## src/rtl/uart_core_pkg.sv

```systemverilog
package uart_core_pkg;

  typedef enum logic [1:0] {
    CH_NORMAL = 2'd0,
    CH_ECHO   = 2'd1,
    CH_LOCAL  = 2'd2,
    CH_REMOTE = 2'd3
  } chan_e;

  // register word addresses
  localparam logic [2:0] A_CTRL  = 3'd0;
  localparam logic [2:0] A_MODE  = 3'd1;
  localparam logic [2:0] A_DIV   = 3'd2;
  localparam logic [2:0] A_IEN   = 3'd3;
  localparam logic [2:0] A_IDIS  = 3'd4;
  localparam logic [2:0] A_IMASK = 3'd5;
  localparam logic [2:0] A_STAT  = 3'd6;
  localparam logic [2:0] A_DATA  = 3'd7;

  // command strobe bit positions
  localparam int C_RXRST  = 0;
  localparam int C_TXRST  = 1;
  localparam int C_RXEN   = 2;
  localparam int C_RXDIS  = 3;
  localparam int C_TXEN   = 4;
  localparam int C_TXDIS  = 5;
  localparam int C_CLRERR = 6;

  // status bit positions
  localparam int S_RXRDY   = 0;
  localparam int S_TXRDY   = 1;
  localparam int S_TXEMPTY = 2;
  localparam int S_OVR     = 3;
  localparam int S_FRM     = 4;
  localparam int S_PAR     = 5;
  localparam int ST_W      = 6;

endpackage

```

## src/rtl/uart_core_baud.sv

```systemverilog
module uart_core_baud #(
  parameter int DIV_W = 16
) (
  input  logic             clk,
  input  logic             rst_n,
  input  logic [DIV_W-1:0] div,
  output logic             tick
);

  logic [DIV_W-1:0] cnt;

  always_ff @(posedge clk or negedge rst_n) begin
    if (!rst_n) begin
      cnt  <= '0;
      tick <= 1'b0;
    end else if (div == '0) begin
      cnt  <= '0;
      tick <= 1'b0;
    end else if (cnt >= div - 1'b1) begin
      cnt  <= '0;
      tick <= 1'b1;
    end else begin
      cnt  <= cnt + 1'b1;
      tick <= 1'b0;
    end
  end

endmodule

```

## src/rtl/uart_core_tx.sv

```systemverilog
module uart_core_tx #(
  parameter int DATA_W = 8,
  parameter int OVS    = 16
) (
  input  logic              clk,
  input  logic              rst_n,
  input  logic              tick,
  input  logic              abort,
  input  logic              run,
  input  logic              ld,
  input  logic [DATA_W-1:0] ld_data,
  input  logic [1:0]        par_mode,
  output logic              line,
  output logic              thr_full,
  output logic              busy
);

  localparam int FR_W  = DATA_W + 3;
  localparam int CNT_W = $clog2(FR_W + 1);
  localparam int SUB_W = $clog2(OVS);

  logic [DATA_W-1:0] hold;
  logic [FR_W-1:0]   sh;
  logic [CNT_W-1:0]  left;
  logic [SUB_W-1:0]  sub;
  logic              par_en, par_val;
  logic [FR_W-1:0]   frame;
  logic [CNT_W-1:0]  nbits;

  always_comb begin
    par_en  = par_mode[0] ^ par_mode[1];
    par_val = par_mode[1] ? ~^hold : ^hold;
    frame   = {1'b1, (par_en ? par_val : 1'b1), hold, 1'b0};
    nbits   = par_en ? CNT_W'(FR_W) : CNT_W'(FR_W - 1);
  end

  always_ff @(posedge clk or negedge rst_n) begin
    if (!rst_n) begin
      hold     <= '0;
      sh       <= '1;
      left     <= '0;
      sub      <= '0;
      thr_full <= 1'b0;
      busy     <= 1'b0;
    end else if (abort) begin
      thr_full <= 1'b0;
      busy     <= 1'b0;
      sub      <= '0;
    end else begin
      if (!busy && thr_full && run) begin
        sh       <= frame;
        left     <= nbits;
        sub      <= '0;
        busy     <= 1'b1;
        thr_full <= 1'b0;
      end else if (busy && tick) begin
        if (sub == SUB_W'(OVS - 1)) begin
          sub  <= '0;
          sh   <= {1'b1, sh[FR_W-1:1]};
          left <= left - 1'b1;
          if (left == CNT_W'(1)) busy <= 1'b0;
        end else begin
          sub <= sub + 1'b1;
        end
      end
      if (ld) begin
        hold     <= ld_data;
        thr_full <= 1'b1;
      end
    end
  end

  assign line = busy ? sh[0] : 1'b1;

endmodule

```

## src/rtl/uart_core_rx.sv

```systemverilog
module uart_core_rx #(
  parameter int DATA_W = 8,
  parameter int OVS    = 16
) (
  input  logic              clk,
  input  logic              rst_n,
  input  logic              tick,
  input  logic              abort,
  input  logic              arm,
  input  logic              line_in,
  input  logic [1:0]        par_mode,
  output logic              busy,
  output logic              done,
  output logic [DATA_W-1:0] data,
  output logic              frm_err,
  output logic              par_err
);

  localparam int CNT_W = $clog2(DATA_W + 3);
  localparam int SUB_W = $clog2(OVS);
  localparam logic [SUB_W-1:0] MID = SUB_W'(OVS / 2 - 1);

  logic             s1, s2;
  logic [SUB_W-1:0] sub;
  logic [CNT_W-1:0] idx, last_idx;
  logic             par_en, par_seen, par_exp, need_high;

  always_comb begin
    par_en   = par_mode[0] ^ par_mode[1];
    par_exp  = par_mode[1] ? ~^data : ^data;
    last_idx = par_en ? CNT_W'(DATA_W + 2) : CNT_W'(DATA_W + 1);
  end

  always_ff @(posedge clk or negedge rst_n) begin
    if (!rst_n) begin
      s1 <= 1'b1;
      s2 <= 1'b1;
    end else begin
      s1 <= line_in;
      s2 <= s1;
    end
  end

  always_ff @(posedge clk or negedge rst_n) begin
    if (!rst_n) begin
      busy      <= 1'b0;
      done      <= 1'b0;
      data      <= '0;
      frm_err   <= 1'b0;
      par_err   <= 1'b0;
      sub       <= '0;
      idx       <= '0;
      par_seen  <= 1'b0;
      need_high <= 1'b0;
    end else begin
      done <= 1'b0;
      if (abort) begin
        busy      <= 1'b0;
        need_high <= 1'b0;
      end else begin
        if (need_high && s2) need_high <= 1'b0;
        if (!busy) begin
          if (arm && !s2 && !need_high) begin
            busy <= 1'b1;
            sub  <= '0;
            idx  <= '0;
          end
        end else if (tick) begin
          sub <= sub + 1'b1;
          if (sub == MID) begin
            if (idx == '0) begin
              if (s2) busy <= 1'b0;
              else    idx  <= CNT_W'(1);
            end else if (idx <= CNT_W'(DATA_W)) begin
              data <= {s2, data[DATA_W-1:1]};
              idx  <= idx + 1'b1;
            end else if (idx == last_idx) begin
              busy    <= 1'b0;
              done    <= 1'b1;
              frm_err <= !s2;
              par_err <= par_en && (par_seen != par_exp);
              if (!s2) need_high <= 1'b1;
            end else begin
              par_seen <= s2;
              idx      <= idx + 1'b1;
            end
          end
        end
      end
    end
  end

endmodule

```

## src/rtl/uart_core.sv

```systemverilog
module uart_core
  import uart_core_pkg::*;
#(
  parameter int DATA_W = 8,
  parameter int DIV_W  = 16,
  parameter int BUS_W  = 16,
  parameter int ADDR_W = 3,
  parameter int OVS    = 16
) (
  input  logic              clk,
  input  logic              rst_n,
  input  logic              wr_en,
  input  logic              rd_en,
  input  logic [ADDR_W-1:0] addr,
  input  logic [BUS_W-1:0]  wdata,
  output logic [BUS_W-1:0]  rdata,
  input  logic              rxd,
  output logic              txd,
  output logic              irq
);

  logic wr_ctrl, wr_mode, wr_div, wr_ien, wr_idis, wr_data, rd_data;

  always_comb begin
    wr_ctrl = wr_en && (addr == ADDR_W'(A_CTRL));
    wr_mode = wr_en && (addr == ADDR_W'(A_MODE));
    wr_div  = wr_en && (addr == ADDR_W'(A_DIV));
    wr_ien  = wr_en && (addr == ADDR_W'(A_IEN));
    wr_idis = wr_en && (addr == ADDR_W'(A_IDIS));
    wr_data = wr_en && (addr == ADDR_W'(A_DATA));
    rd_data = rd_en && (addr == ADDR_W'(A_DATA));
  end

  logic tx_rst_cmd, rx_rst_cmd, clr_cmd;
  assign tx_rst_cmd = wr_ctrl && wdata[C_TXRST];
  assign rx_rst_cmd = wr_ctrl && wdata[C_RXRST];
  assign clr_cmd    = wr_ctrl && wdata[C_CLRERR];

  // configuration
  logic [1:0]       par_mode_q;
  chan_e            chan_q;
  logic [DIV_W-1:0] div_q;
  logic [ST_W-1:0]  mask_q;

  always_ff @(posedge clk or negedge rst_n) begin
    if (!rst_n) begin
      par_mode_q <= 2'd0;
      chan_q     <= CH_NORMAL;
      div_q      <= '0;
      mask_q     <= '0;
    end else begin
      if (wr_mode) begin
        par_mode_q <= wdata[1:0];
        chan_q     <= chan_e'(wdata[5:4]);
      end
      if (wr_div)  div_q  <= wdata[DIV_W-1:0];
      if (wr_ien)  mask_q <= mask_q | wdata[ST_W-1:0];
      if (wr_idis) mask_q <= mask_q & ~wdata[ST_W-1:0];
    end
  end

  // baud tick
  logic tick;
  uart_core_baud #(.DIV_W(DIV_W)) u_baud (
    .clk (clk),
    .rst_n(rst_n),
    .div (div_q),
    .tick(tick)
  );

  // direction enables with graceful stop
  logic tx_on, tx_pend, rx_on, rx_pend;
  logic tx_busy, tx_full, tx_line;
  logic rx_busy, rx_done, rx_frm, rx_par, rx_line;
  logic [DATA_W-1:0] rx_byte;

  always_ff @(posedge clk or negedge rst_n) begin
    if (!rst_n) begin
      tx_on   <= 1'b0;
      tx_pend <= 1'b0;
    end else if (tx_rst_cmd) begin
      tx_on   <= 1'b0;
      tx_pend <= 1'b0;
    end else if (wr_ctrl && wdata[C_TXDIS]) begin
      tx_pend <= tx_on;
    end else if (wr_ctrl && wdata[C_TXEN]) begin
      tx_on   <= 1'b1;
      tx_pend <= 1'b0;
    end else if (tx_pend && !tx_busy && !tx_full) begin
      tx_on   <= 1'b0;
      tx_pend <= 1'b0;
    end
  end

  always_ff @(posedge clk or negedge rst_n) begin
    if (!rst_n) begin
      rx_on   <= 1'b0;
      rx_pend <= 1'b0;
    end else if (rx_rst_cmd) begin
      rx_on   <= 1'b0;
      rx_pend <= 1'b0;
    end else if (wr_ctrl && wdata[C_RXDIS]) begin
      rx_pend <= rx_on;
    end else if (wr_ctrl && wdata[C_RXEN]) begin
      rx_on   <= 1'b1;
      rx_pend <= 1'b0;
    end else if (rx_pend && !rx_busy) begin
      rx_on   <= 1'b0;
      rx_pend <= 1'b0;
    end
  end

  uart_core_tx #(.DATA_W(DATA_W), .OVS(OVS)) u_tx (
    .clk     (clk),
    .rst_n   (rst_n),
    .tick    (tick),
    .abort   (tx_rst_cmd),
    .run     (tx_on),
    .ld      (wr_data && tx_on),
    .ld_data (wdata[DATA_W-1:0]),
    .par_mode(par_mode_q),
    .line    (tx_line),
    .thr_full(tx_full),
    .busy    (tx_busy)
  );

  uart_core_rx #(.DATA_W(DATA_W), .OVS(OVS)) u_rx (
    .clk     (clk),
    .rst_n   (rst_n),
    .tick    (tick),
    .abort   (rx_rst_cmd),
    .arm     (rx_on && !rx_pend),
    .line_in (rx_line),
    .par_mode(par_mode_q),
    .busy    (rx_busy),
    .done    (rx_done),
    .data    (rx_byte),
    .frm_err (rx_frm),
    .par_err (rx_par)
  );

  // channel routing
  always_comb begin
    unique case (chan_q)
      CH_ECHO:   begin rx_line = rxd;     txd = rxd;     end
      CH_LOCAL:  begin rx_line = tx_line; txd = 1'b1;    end
      CH_REMOTE: begin rx_line = 1'b1;    txd = rxd;     end
      default:   begin rx_line = rxd;     txd = tx_line; end
    endcase
  end

  // receive holding register and sticky flags
  logic [DATA_W-1:0] rhr_q;
  logic rxrdy_q, ovr_q, frm_q, par_q;

  always_ff @(posedge clk or negedge rst_n) begin
    if (!rst_n) begin
      rhr_q   <= '0;
      rxrdy_q <= 1'b0;
      ovr_q   <= 1'b0;
      frm_q   <= 1'b0;
      par_q   <= 1'b0;
    end else begin
      if (rx_done) rhr_q <= rx_byte;
      if (!rx_on)       rxrdy_q <= 1'b0;
      else if (rx_done) rxrdy_q <= 1'b1;
      else if (rd_data) rxrdy_q <= 1'b0;
      if (clr_cmd) begin
        ovr_q <= 1'b0;
        frm_q <= 1'b0;
        par_q <= 1'b0;
      end
      if (rx_done && rxrdy_q) ovr_q <= 1'b1;
      if (rx_done && rx_frm)  frm_q <= 1'b1;
      if (rx_done && rx_par)  par_q <= 1'b1;
    end
  end

  logic [ST_W-1:0] status;
  always_comb begin
    status            = '0;
    status[S_RXRDY]   = rxrdy_q;
    status[S_TXRDY]   = tx_on && !tx_full;
    status[S_TXEMPTY] = tx_on && !tx_full && !tx_busy;
    status[S_OVR]     = ovr_q;
    status[S_FRM]     = frm_q;
    status[S_PAR]     = par_q;
  end

  assign irq = |(status & mask_q);

  always_comb begin
    unique case (addr)
      ADDR_W'(A_MODE):  rdata = BUS_W'({chan_q, 2'b00, par_mode_q});
      ADDR_W'(A_DIV):   rdata = BUS_W'(div_q);
      ADDR_W'(A_IMASK): rdata = BUS_W'(mask_q);
      ADDR_W'(A_STAT):  rdata = BUS_W'(status);
      ADDR_W'(A_DATA):  rdata = BUS_W'(rhr_q);
      default:          rdata = '0;
    endcase
  end

endmodule

```

## config.mk

```make
export PLATFORM = sky130hd
export DESIGN_NAME = uart_core
export DESIGN_NICKNAME = d
export VERILOG_FILES = /design/src/rtl/uart_core_pkg.sv /design/src/rtl/uart_core_baud.sv /design/src/rtl/uart_core_tx.sv /design/src/rtl/uart_core_rx.sv /design/src/rtl/uart_core.sv
export SDC_FILE = /design/constraint.sdc
export NUM_CORES = 1
export LEC_CHECK = 0
export BUFFER_PORTS_ARGS = -buffer_cell sky130_fd_sc_hd__clkbuf_2
export CORE_ASPECT_RATIO = 2
export CORE_MARGIN = 2
export CORE_UTILIZATION = 40
export CTS_CLUSTER_DIAMETER = 80
export DETAILED_ROUTE_END_ITERATION = 12
export GPL_ROUTABILITY_DRIVEN = 0
export PLACE_DENSITY_LB_ADDON = 0.3
export SETUP_SLACK_MARGIN = 0.15
export SLEW_MARGIN = 20
export SYNTH_ARGS = -nofsm -noshare
export SYNTH_HDL_FRONTEND = slang
export SYNTH_SLANG_ARGS = --single-unit
```

## constraint.sdc

```tcl
create_clock -name clk -period 3.2 [get_ports clk]
set_clock_uncertainty 0.1 [all_clocks]
set_input_delay 0.96 -clock clk [delete_from_list [all_inputs] [get_ports clk]]
set_output_delay 0.96 -clock clk [all_outputs]
set_load 0.01 [all_outputs]
```

* Yosys cells after proc, flatten, opt, wreduce, memory -nomap -nowiden
Cells that the tools add are included.
** Operators by class
- Add/subtract/negate cells :: 6
- Magnitude comparators :: 2
- Equality and inequality tests :: 22
- Multiplexer cells :: 89
- Bitwise operators :: 10
- Reduce and logical (&&, ||, !) cells :: 71
** Operators with widths (number)
- $pmux 16 s5 :: 1
- $mux 4 :: 17
- $mux 1 :: 61
- $mux 11 :: 3
- $mux 16 :: 2
- $logic_and 1x1->1 :: 31
- $reduce_bool 3->1 :: 6
- $add 16x1->16 const B :: 1
- $ge 16x16->1 :: 1
- $logic_not 16->1 :: 1
- $reduce_xnor 8->1 :: 2
- $reduce_xor 8->1 :: 2
- $sub 16x1->16 const B :: 1
- $reduce_and 7->1 :: 2
- $reduce_bool 2->1 :: 7
- $add 4x1->4 const B :: 3
- $and 6x6->6 :: 2
- $eq 3x3->1 const B :: 4
- $mux 6 :: 2
- $reduce_and 6->1 :: 2
- $reduce_and 3->1 :: 3
- $ne 2x2->1 const B :: 4
- $reduce_bool 4->1 :: 2
- $eq 3x2->1 const B :: 2
- 25 further kinds :: 38
** Storage, ports and cells
- Register bits after elaboration :: 112
- Input port bits :: 24
- Output and inout bits :: 18

* Logic depth before layout (Yosys ltp)
- Word-level depth :: 10
- Mapped depth :: 14
- Gate-level depth less buffers :: 13

* Cells and area by module
A second synthesis with hierarchy kept.
** Unflattened totals
- Cell total of the unflattened synthesis :: 596
- Area, all modules :: 6381.1 um2
** Modules (own cells, without submodules)
- uart_core :: times used 1, cells an instance 193, area each 2188.3 um2, seq. area each 1051.0 um2
- uart_core_tx :: times used 1, cells an instance 140, area each 1475.2 um2, seq. area each 713.2 um2
- uart_core_baud :: times used 1, cells an instance 155, area each 1426.4 um2, seq. area each 425.4 um2
- uart_core_rx :: times used 1, cells an instance 108, area each 1291.2 um2, seq. area each 603.1 um2

* Least setup slack after synthesis
OpenSTA, ideal clock, no wires.
- Path type :: register to register
- From :: register div_q[5]
- To :: register u_baud.cnt[10]
- Library setup time :: 117 ps
- Arrival :: 2823 ps
- Data required time :: 2983 ps
- Slack :: 161 ps
- Cell stages (with the launch flop) :: 11
- Path buffers :: 1
- Cells stage by stage :: dfrtp_1 -> nor4_2 -> nand2_1 -> or4_4 -> nor4_1 -> xnor2_1 -> ha_1 -> nand4_1 -> o31ai_1 -> buf_6 -> nor2_1
** Between the ends
- Cells in the longest elaborated chain, start to end :: 4
** Ends and longest elaborated chain
- from (decl) :: RTL line uart_core.sv:42 : logic [DIV_W-1:0] div_q;
- from (signal assigned) :: RTL line uart_core.sv:56 : if (wr_div) div_q <= wdata[DIV_W-1:0];
- $sub 16x1->16 :: RTL line uart_core_baud.sv:19 : end else if (cnt >= div - 1'b1) begin
- $ge 16x16->1 :: RTL line uart_core_baud.sv:19
- $mux 16 :: RTL line uart_core_baud.sv:19
- $mux 16 * :: RTL line uart_core_baud.sv:16 : end else if (div == '0) begin
- to (signal assigned) :: RTL line uart_core_baud.sv:23 : cnt <= cnt + 1'b1;
- to (decl) :: RTL line uart_core_baud.sv:10 : logic [DIV_W-1:0] cnt;
Mark *: on every way between the ends. The rest lies on a longest branch, timed or not.
A chain may end at the register's enable or synchronous reset.

* Worst setup path in the final report
- From :: register div_q[5]
- To :: register u_baud.cnt[0]
The elaborated chain is that of the path after synthesis.

==> results.tsv <==
stage	metric	value	unit
grt	grt_busiest_layer	met2	
synth	async_flop_share	100	%
run	maxCapViolCount	0	
place	placed_cells	848	
synth	yosysTopAreaCellShare	40.6	%
synth	ys_ff_latch	111	
synth	synth_flop_cell	dfrtp_1	
clocking	path_clk_slew	0.08	ns
min_path	hp-class	flop to flop	
route	num_vias	4774	
place	placed_area	6660	sq um
clocking	htree_num_levels	3	
worst_setup_path	cpMaxStageDelayCell	or4_4	
floorplanning	fp.dieH	179	um
worst_setup_path	crit_fanout	5	
grt	met2_usage	35.5	%
floorplanning	start_util	40.9	%
worst_setup_path	start_kind	flop	
pwr	vdd_drop_max	265	uV
sta	setup_viol	0	
outcome	status	completed	
grt	grt_max_degree	61	
worst_setup_path	arrival	3.32	ns
route	drc	0	
floorplanning	ioPinCount	42	
grt	use_met1	22.5	%
sta	drv_slew	0	
grt	grtUsageTotal	19.7	%
clocking	cts_tree	yes	
synth	syn-cell-area	6090	sq um
finish	n_antenna_cell	0	
synth	synthCells	607	
synth	yosysWarningCount	0	
worst_setup_path	path_buf_inv	0	
synth	syn_nets	655	
sta	min_period_over_period	98.4	%
grt	grt_pass1_vias	5022	
worst_setup_path	critPathKind	flop to flop	
synth	synth_common_cells	99 x dfrtp_1, 75 x nand2_1, 46 x mux2_2	
sta	tightest_slew	0.691	ns
synth	syn_avg_cell_area	10.0	sq um
route	wl	15100	um
finish	final_area	7130	sq um
sta	rsz0062_at_grt	yes	
synth	synth-edff-count	0	
sta	fin_crit	3.15	ns
pwr	p_per_area	552	nW/um^2
floorplanning	die_area	16300	sq um
clocking	cts-root-buf	clkbuf_16	
clocking	cts-buffers-inserted	9	
place	dp_hpwl	11100	um
worst_setup_path	cp.required	3.37	ns
route	postRouteAntennaNets	0	
floorplanning	core-area	14900	sq um
pwr	p_total	3.94	mW
finish	final_cells	871	
grt	globalRouteOverflowTotal	0	
synth	synth.most_common_cell	dfrtp_1	
pwr	p_leak	3.36	nW
floorplanning	fp-row-count	63	
floorplanning	chipWidth	91.3	um
worst_setup_path	max_stage_delay	0.48	ns
grt	grt_pass1_wl	25300	um
worst_setup_path	path_cells	nor4_4, nand2_1, or4_4, nor2_4, xnor2_2, ha_1, a21o_1, a21o_1, a21oi_1, o21a_2, o31ai_4, nor3b_2	
synth	yosysSeqAreaShare	45.8	%
sta	finalHoldViolations	0	
worst_setup_path	crit_family	simple AND/OR/NAND/NOR gates	
clocking	cts_num_sinks	111	
synth	synth.distinct_cells	53	
place	io_buffers	41	
sta	setup_tns	0	ns
sta	maxSlewHeadroom	53.9	%
finish	final_nets	719	
finish	drive_above_1_share	24.7	%
synth	synthTopCellsByArea	dfrtp_1 41%, mux2_2 8.5%, dfstp_2 5.2%	
clocking	clock_path_buffers	2	
grt	antenna_found_initial	0	
worst_setup_path	end_kind	flop	
route	drt-vias-per-instance	5.48	
clocking	clock_latency	0.36	ns
route	drt_pass1_iterations	4	
route	drt-initial-drc-count	252	
route	routedWlPerCell	17.4	um
synth	yosysTopAreaCell	dfrtp_1	
finish	syn_to_final_growth	17.1	%
grt	met3_usage	2.70	%
worst_setup_path	cp_common_cell	a21o_1	
sta	fmax	0.318	GHz
==> power by group <==
| group | leakage, nW | switching, mW | internal, mW |
|---|---|---|---|
| logic | 1.78 | 0.531 | 0.462 |
| clock network | 0.153 | 0.549 | 0.625 |
| registers | 1.42 | 0.207 | 1.56 |
==> what timing repair did <==
| action | CTS | global route |
|---|---|---|
| setup buffers | 3 | 2 |
| cloned | 2 | 0 |
| pin swaps | 5 | 7 |
| endpoints found under the setup margin | 21 | 21 |
| hold buffers | 0 | 0 |
| gates resized for setup | 11 | 8 |
==> metal layers <==
layer / routed length (um) / vias to the layer above
met5: 0 / -
met4: 522 / 0
met3: 421 / 43
met2: 8070 / 113
met1: 6130 / 2341
li1: - / 2277
==> through the flow <==
stage               utilization [%]  worst slack [ns]  hold WS [ns]
floorplan                         -             0.161         0.245
global placement               44.7            -0.246         0.247
detailed placement             44.7            -0.285         0.248
CTS                            47.5             0.129         0.259
global route                   47.9           -0.0201         0.268
finish                         47.9            0.0513         0.258
==> worst reg2reg max path: cells and delay by family (launching register included) <==
| kind | cells | cell delay (ns) |
|---|---|---|
| AOI/OAI and AO/OA | 5 | 0.92 |
| and+or+nand+nor | 5 | 1.24 |
| adders and majority gates | 1 | 0.32 |
| xor gates and xnor gates | 1 | 0.08 |
| DFF | 1 | 0.41 |
==> state kept, by name, indices dropped and copies added (netlist names), 2 cells and up, named ones only <==
signal	cells
chan_q	2
div_q	16
par_mode_q	2
rhr_q	8
u_baud.cnt	16
u_rx.data	8
u_rx.idx	4
u_rx.sub	4
u_tx.hold	8
u_tx.left	4
u_tx.sh	10
u_tx.sub	4
==> kinds of logic after synthesis <==
group | after synthesis | share of synthesized area, %
muxes | 62 | 11.1
buffers and inverters | 41 | 2.98
and+or+nand+nor | 213 | 17.0
DFF | 111 | 45.8
adders and majority gates | 24 | 4.93
xor gates and xnor gates | 47 | 6.75
AOI/OAI and AO/OA | 109 | 11.4
==> cell type report <==
class                           count  area [sq um]
Tap cell                          195           244
Sequential cell                   111          2790
Clock inverter                      7          85.1
Timing Repair Buffer               72           465
Fill cell                        1357          7760
Inverter                           20          75.1
Clock buffer                        9           225
Multi-Input combinational cell    457          3250
==> placed cells by master (no fill, tap or decap), types with 6 or more instances in the layout <==
master,instances
dfrtp_1,99
nand2_1,75
mux2_2,46
nor2_1,43
clkbuf_2,39
xnor2_1,34
o21ai_0,34
a21oi_1,30
buf_4,30
ha_1,24
inv_1,20
nand3_1,18
mux2i_1,16
a22o_1,14
and3_1,13
xor2_1,12
dfstp_2,12
nor3_1,11
nor2b_1,9
clkbuf_16,9
a22oi_1,7
nand4_1,7
a21o_1,7
and2_1,6
==> worst paths after layout <==
kind	start	cells after the start	to	slack, ns
max in group asynchronous	rst_n	2	u_tx.sh[0]$_DFFE_PN1P_	1.88
setup / recovery	div_q[5]$_DFFE_PN0P_	12	u_baud.cnt[0]$_DFF_PN0_	0.05
min in group asynchronous	rst_n	1	asynchronous set/reset pin	0.40
setup reg to reg	div_q[5]$_DFFE_PN0P_	12	u_baud.cnt[0]$_DFF_PN0_	0.05
hold reg to reg	u_rx.s1$_DFF_PN1_	0	u_rx.s2$_DFF_PN1_	0.26
hold / removal	u_rx.s1$_DFF_PN1_	0	u_rx.s2$_DFF_PN1_	0.26
Note: power is estimated with default switching activity, not from simulation.
